===== src/rtl/smpwm_pkg.sv =====
package smpwm_pkg;

    localparam int CNT_W   = 11;
    localparam int BUS_W   = 32;
    localparam int CFG_PAD = BUS_W - 2 * CNT_W - 5;

    typedef enum logic [1:0] {
        ALN_LEFT   = 2'd0,
        ALN_RIGHT  = 2'd1,
        ALN_CENTRE = 2'd2,
        ALN_SPARE  = 2'd3
    } align_e;

    typedef enum logic [1:0] {
        DRV_OFF   = 2'd0,
        DRV_A     = 2'd1,
        DRV_B     = 2'd2,
        DRV_IDLE  = 2'd3
    } drive_e;

    typedef struct packed {
        logic [CFG_PAD-1:0] pad;
        logic [CNT_W-1:0]   delay;
        drive_e             drive;
        align_e             align;
        logic               dither;
        logic [CNT_W-1:0]   duty;
    } chan_cfg_t;

    // Decide whether a pulse of width d is active at the given phase.
    function automatic logic pulse_on(input logic [CNT_W-1:0] phase,
                                      input logic [CNT_W:0]   d,
                                      input align_e           al);
        logic [CNT_W:0] full;
        logic [CNT_W:0] p;
        logic [CNT_W:0] lo;
        logic           hit;
        full = {1'b1, {CNT_W{1'b0}}};
        p    = {1'b0, phase};
        lo   = (full - d) >> 1;
        case (al)
            ALN_RIGHT:  hit = (p >= full - d);
            ALN_CENTRE: hit = (p >= lo) && (p < lo + d);
            default:    hit = (p < d);
        endcase
        return hit;
    endfunction

endpackage


===== src/rtl/smpwm_timebase.sv =====
module smpwm_timebase
    import smpwm_pkg::*;
(
    input  logic             clk_i,
    input  logic             rst_i,
    input  logic             run_i,
    output logic [CNT_W-1:0] cnt_o,
    output logic             parity_o,
    output logic             wrap_o
);

    localparam logic [CNT_W-1:0] CNT_TOP = '1;

    assign wrap_o = run_i && (cnt_o == CNT_TOP);

    always_ff @(posedge clk_i) begin
        if (rst_i) begin
            cnt_o    <= '0;
            parity_o <= 1'b0;
        end else begin
            if (run_i) cnt_o <= cnt_o + 1'b1;
            else       cnt_o <= '0;
            if (wrap_o) parity_o <= ~parity_o;
        end
    end

endmodule


===== src/rtl/smpwm_channel.sv =====
module smpwm_channel
    import smpwm_pkg::*;
(
    input  logic             clk_i,
    input  logic             rst_i,
    input  logic             run_i,
    input  logic             load_i,
    input  logic             wr_i,
    input  chan_cfg_t        wcfg_i,
    input  logic [CNT_W-1:0] cnt_i,
    input  logic             parity_i,
    output chan_cfg_t        shadow_o,
    output logic             pin_a_o,
    output logic             pin_b_o
);

    chan_cfg_t        act_q;
    logic [CNT_W-1:0] phase;
    logic [CNT_W:0]   deff;
    logic             on;
    logic             unused_pad;

    always_ff @(posedge clk_i) begin
        if (rst_i) begin
            shadow_o <= '0;
            act_q    <= '0;
        end else begin
            if (wr_i)   shadow_o <= wcfg_i;
            if (load_i) act_q    <= shadow_o;
        end
    end

    always_comb begin
        phase   = cnt_i - act_q.delay;
        deff    = {1'b0, act_q.duty} + {{CNT_W{1'b0}}, act_q.dither & parity_i};
        on      = run_i && pulse_on(phase, deff, act_q.align);
        pin_a_o = on && (act_q.drive == DRV_A);
        pin_b_o = on && (act_q.drive == DRV_B);
    end

    assign unused_pad = ^act_q.pad;

endmodule


===== src/rtl/smpwm_fault.sv =====
module smpwm_fault #(
    parameter int NPIN = 24
) (
    input  logic            clk_i,
    input  logic            rst_i,
    input  logic [NPIN-1:0] short_i,
    input  logic [NPIN-1:0] clr_i,
    output logic [NPIN-1:0] sync_o,
    output logic [NPIN-1:0] flags_o
);

    logic [NPIN-1:0] meta_q;

    always_ff @(posedge clk_i) begin
        if (rst_i) begin
            meta_q  <= '0;
            sync_o  <= '0;
            flags_o <= '0;
        end else begin
            meta_q  <= short_i;
            sync_o  <= meta_q;
            flags_o <= (flags_o & ~clr_i) | sync_o;
        end
    end

endmodule


===== src/rtl/smpwm_top.sv =====
module smpwm_top
    import smpwm_pkg::*;
#(
    parameter int NCH = 12,
    parameter int AW  = 5
) (
    input  logic               clk_i,
    input  logic               rst_i,
    input  logic               bus_wr_i,
    input  logic [AW-1:0]      bus_addr_i,
    input  logic [BUS_W-1:0]   bus_wdata_i,
    output logic [BUS_W-1:0]   bus_rdata_o,
    input  logic [2*NCH-1:0]   short_i,
    output logic [2*NCH-1:0]   pin_o,
    output logic               irq_ovf_o,
    output logic               irq_short_o
);

    localparam int NPIN    = 2 * NCH;
    localparam int CH_BASE = 8;
    localparam logic [AW-1:0] ADDR_CTRL  = AW'(0);
    localparam logic [AW-1:0] ADDR_STAT  = AW'(1);
    localparam logic [AW-1:0] ADDR_SHORT = AW'(2);

    logic             run_q;
    logic             ovf_ie_q;
    logic             sc_ie_q;
    logic             ovf_flag_q;
    logic [CNT_W-1:0] cnt;
    logic             parity;
    logic             wrap;
    logic             load;
    logic [NPIN-1:0]  sc_sync;
    logic [NPIN-1:0]  sc_flags;
    logic [NPIN-1:0]  sc_clr;
    chan_cfg_t        shadow_w [NCH];

    assign load   = wrap || !run_q;
    assign sc_clr = (bus_wr_i && bus_addr_i == ADDR_SHORT) ? bus_wdata_i[NPIN-1:0] : '0;

    always_ff @(posedge clk_i) begin
        if (rst_i) begin
            run_q      <= 1'b0;
            ovf_ie_q   <= 1'b0;
            sc_ie_q    <= 1'b0;
            ovf_flag_q <= 1'b0;
        end else begin
            if (bus_wr_i && bus_addr_i == ADDR_CTRL) begin
                run_q    <= bus_wdata_i[0];
                ovf_ie_q <= bus_wdata_i[1];
                sc_ie_q  <= bus_wdata_i[2];
            end
            if (wrap)
                ovf_flag_q <= 1'b1;
            else if (bus_wr_i && bus_addr_i == ADDR_STAT && bus_wdata_i[0])
                ovf_flag_q <= 1'b0;
        end
    end

    smpwm_timebase u_tb (
        .clk_i    (clk_i),
        .rst_i    (rst_i),
        .run_i    (run_q),
        .cnt_o    (cnt),
        .parity_o (parity),
        .wrap_o   (wrap)
    );

    for (genvar k = 0; k < NCH; k++) begin : g_ch
        logic ch_wr;
        assign ch_wr = bus_wr_i && (bus_addr_i == AW'(CH_BASE + k));
        smpwm_channel u_ch (
            .clk_i    (clk_i),
            .rst_i    (rst_i),
            .run_i    (run_q),
            .load_i   (load),
            .wr_i     (ch_wr),
            .wcfg_i   (chan_cfg_t'(bus_wdata_i)),
            .cnt_i    (cnt),
            .parity_i (parity),
            .shadow_o (shadow_w[k]),
            .pin_a_o  (pin_o[2*k]),
            .pin_b_o  (pin_o[2*k+1])
        );
    end

    smpwm_fault #(.NPIN(NPIN)) u_flt (
        .clk_i   (clk_i),
        .rst_i   (rst_i),
        .short_i (short_i),
        .clr_i   (sc_clr),
        .sync_o  (sc_sync),
        .flags_o (sc_flags)
    );

    always_comb begin
        bus_rdata_o = '0;
        case (bus_addr_i)
            ADDR_CTRL:  bus_rdata_o[2:0] = {sc_ie_q, ovf_ie_q, run_q};
            ADDR_STAT:  bus_rdata_o[0] = ovf_flag_q;
            ADDR_SHORT: bus_rdata_o[NPIN-1:0] = sc_flags;
            default:    bus_rdata_o = '0;
        endcase
        for (int k = 0; k < NCH; k++) begin
            if (bus_addr_i == AW'(CH_BASE + k)) bus_rdata_o = shadow_w[k];
        end
    end

    assign irq_ovf_o   = ovf_flag_q && ovf_ie_q;
    assign irq_short_o = (|sc_flags) && sc_ie_q;

endmodule


===== config.mk =====
export PLATFORM = sky130hd
export DESIGN_NAME = smpwm_top
export DESIGN_NICKNAME = d
export VERILOG_FILES = /design/src/rtl/smpwm_pkg.sv /design/src/rtl/smpwm_timebase.sv /design/src/rtl/smpwm_channel.sv /design/src/rtl/smpwm_fault.sv /design/src/rtl/smpwm_top.sv
export SDC_FILE = /design/constraint.sdc
export NUM_CORES = 2
export LEC_CHECK = 0
export CORE_UTILIZATION = 45
export DETAILED_ROUTE_END_ITERATION = 8
export DONT_BUFFER_PORTS = 1
export PLACE_DENSITY = 0.66
export SLEW_MARGIN = 20
export SYNTH_ARGS = -nofsm -noshare
export SYNTH_HDL_FRONTEND = slang
export SYNTH_SLANG_ARGS = --single-unit

===== constraint.sdc =====
create_clock -name clk_i -period 9.45 [get_ports clk_i]
set_input_delay 1.89 -clock clk_i [delete_from_list [all_inputs] [get_ports clk_i]]
set_output_delay 1.89 -clock clk_i [all_outputs]
set_load 0.03 [all_outputs]

==> results summary <==
The flow ran to the end, but the final reports show violations. The final reports fail on design-rule violations. The quantity of hold-fixing buffers added after cts is 0. The worst setup path is captured at an output pin. The final worst clock skew is 0.0606 ns. The max-capacitance violation count came out at 0. The count of pins over their slew limit is 0. The library cells used most frequently in the layout, excluding fill and tap cells, are nand2_1 (1736), a21oi_1 (1015), dfxtp_1 (794). After floorplanning, the core was divided into 131 placement rows. The clock latency on the worst-skew pair came out at 0.69 ns. The first TritonRoute pass finished after 9 iterations.

The share of synthesized cell area in full adder, half adder and majority cells came out at 0.174. The part of the cycle the worst path needs is 0.954. Based on the critical path, the design can be clocked at up to 111 MHz. The slew of the pin with the lowest slew margin came out at 1.25 ns. The compound-gate portion of the synthesized area is 0.201. The initial antenna violation count is 8. The minimum clock period after layout is 9.01 ns. The final-layout setup total negative slack is 0 ns. The leading cell type in the layout, fill and taps excluded is nand2_1.

Of the total synthesized cell area, the portion taken by XOR and XNOR cells is 0.0679. The routability-driven placement congestion ratio came out at 1.01. The height of the chip came out at 362 um. The number of global-route vias before repair is 50200.

The first global-routing pass estimated 299 mm of wire. The worst hold path belongs to the class flop to flop. The detailed router's first-iteration violation count came out at 5803. The sum of routed wire length over all layers is 198 mm. The number of port buffers is 0. The DRC violation count after routing is 27. Along the worst path, the maximum fanout reaches 15. Synthesis produced a netlist with a net count of 8551. The cell area after technology mapping came out at 58300 um^2. The most numerous cell type found on the critical path is ha_1. The pin count of the biggest net entering global routing came out at 787.

The root cell of the clock tree is clkbuf_16. The critical path goes through and2_1, ha_1, ha_1, inv_1, ha_1, nor2b_1, xnor2_1, o32ai_1, nor2_1, a31oi_2, o21bai_1, a21oi_1, nor2_1, o41ai_1, xor2_1, ha_1, a21oi_1, o21ai_0, a211oi_1, o22ai_1, nor3b_1. The total power per unit cell area is 121 nW/um^2.

The share of cells above drive strength 1 came out at 0.0465. The number of buffers inserted to repair setup after CTS is 0. The average footprint of a synthesized cell is 7.59 um^2. The area of the die came out at 131000 um^2. The core region is 128000 um^2.

At the end of the flow the core is filled with cells to 0.489. The CTS tree is yes. The worst setup path is launched from a flop.

By area, the combinational part of the netlist is dominated by simple AND/OR/NAND/NOR gates. Broken down by cell family, the worst path's largest delay share belongs to compound AO/OA/AOI/OAI gates. The delay contributed by the slowest stage of the critical path is 1.01 ns.

The count of nets left with antenna violations after detail routing is 0. The horizontal extent of the die is 362 um. The total of warnings raised by yosys is 0. The number of H-tree levels came out at 3. The via-per-instance ratio is 5.84.

The final setup violation count is 0. The initial cell density of the core came out at 0.456. Post-CTS repair changed the size of 0 cells. The synthesized netlist cell count came out at 7682.

Of the total synthesized cell area, the portion taken by AND, OR, NAND and NOR gates is 0.207. In the global route stage, overall resource usage came out at 0.292. The average wire per cell in the routed design came out at 21.4 um. Counting flops with a built-in enable in the synthesized netlist gives 0.

In this run the tightest slew margin relative to its limit is 0.164. The residual overflow from global routing came out at 0. Counting the buffers created by CTS gives 86. The slowest stage of the critical path is the dfxtp_1 cell. The buffer depth of the longest clock path came out at 3.

The number of flip-flops and latches in the synthesized netlist came out at 796. The hold violation total from the final report came out at 0. The multiplexer share of the synthesized area came out at 0.0184.

The via count of the routed design came out at 53900. The buffers plus inverters on the worst setup path is 1. Among all flip-flop cells after synthesis, the most frequent one is dfxtp_1.

The worst-case IR drop observed on VDD is 0.152 mV. The required time of the critical path is 7.56 ns. The number of clock sinks is 796.

The synthesized netlist contains 103 unique library cells. The fraction of registers with async set/reset is 0. Data on the critical path arrives at its endpoint at 7.12 ns.

The clock slew at the register clock pins of the worst setup and hold paths came out at 0.06 ns. The area growth from synthesis to layout is 7.27%. Of the synthesized area, sequential elements account for 0.273.

The setup path with the least slack is of type flop to output pin. The sum of net half-perimeters after detailed placement is 146 mm. The I/O pin count came out at 122. The net count reported at finish is 8298. The static leakage came out at 24.2 nW.
==> synthesized netlist by cell type (all sizes together), types with 15 or more instances <==
cell / number / area [um^2]
a221oi: 32 / 280
o21ai: 277 / 1390
nor4: 32 / 200
o21a: 108 / 811
nor3b: 17 / 128
nand2: 1737 / 6520
clkbuf: 363 / 1360
a22o: 18 / 158
a211o: 18 / 158
ha: 793 / 9920
nor2: 292 / 1100
or3: 34 / 218
xor2: 124 / 1150
or2: 15 / 93.8
xnor2: 309 / 2810
a2111oi: 19 / 185
nor2b: 122 / 763
and3: 62 / 398
a21oi: 1016 / 5080
and2: 36 / 225
a21boi: 37 / 278
dfxtp: 796 / 15900
a22oi: 59 / 443
a222oi: 16 / 160
nand4: 60 / 375
mux4: 28 / 631
nand3: 128 / 671
nand2b: 78 / 488
buf: 53 / 314
nor3: 85 / 437
inv: 459 / 1720
a21o: 101 / 758
a31oi: 33 / 234
o211ai: 32 / 240
o21bai: 16 / 120
a211oi: 38 / 290
mux2i: 36 / 360
==> registers in the layout, indices dropped and copies added, names as in the netlist, 11 cells and up <==
name                flops
u_flt.meta_q           24
g_ch.u_ch.shadow_o    384
u_flt.flags_o          24
u_flt.sync_o           24
g_ch.u_ch.act_q       324
u_tb.cnt_o             11
==> per-layer routing <==
metal  GRT usage  wire [um]  part of all wire
met3      0.0701      19600             0.099
met4       0.125       9620             0.049
met2       0.469      88300              0.45
met5           0         58           0.00029
met1       0.371      80100              0.41
==> final timing paths <==
kind,startpoint,endpoint,slack [ns],cells past startpoint
max,u_tb.parity_o,pin_o[21],0.44,21
min,u_flt.meta_q[2],u_flt.sync_o[2],0.43,1
max reg2reg,u_tb.cnt_o[3],g_ch[4].u_ch.act_q[24],4.81,11
min reg2reg,u_flt.meta_q[2],u_flt.sync_o[2],0.43,1
==> per-stage QoR <==
stage / total power [mW] / hold slack (ns) / instance area (um^2) / setup slack [ns] / std cells
6_report: 7.59 / 0.433 / 62600 / 0.437 / 9231
5_1_grt: 7.82 / 0.458 / 62600 / -0.00920 / 9230
4_1_cts: 7.54 / 0.438 / 62500 / 0.497 / 9227
3_5_place_dp: 4.05 / 0.425 / 59500 / 1.18 / 9067
3_3_place_gp: 4.04 / 0.419 / 59500 / 1.29 / 9067
2_1_floorplan: 3.97 / 0.413 / 58300 / 2.16 / 7682
==> cells by family after synthesis <==
| family | count (synthesis) |
|---|---|
| simple gates | 2751 |
| mux | 71 |
| buf+inv | 877 |
| fa+ha+maj | 805 |
| flops | 796 |
| compound gates | 1949 |
| xor+xnor | 433 |
==> layout make-up <==
class	count	area [um^2]
Timing Repair Buffer	75	636
Tap cell	1729	2160
Clock buffer	125	2500
Multi-Input combinational cell	6009	39100
Sequential cell	796	15900
Antenna cell	1	2.50
Fill cell	12500	65400
Inverter	461	1730
Clock inverter	35	478
==> where the power goes <==
part	leakage (nW)	switching (mW)	internal, mW	total [mW]
registers	6.43	0.0361	3.39	3.42
logic	16.3	0.373	0.243	0.616
clock network	1.46	1.50	2.05	3.55
total	24.2	1.91	5.68	7.59
Power figures use the tool's default switching activity.
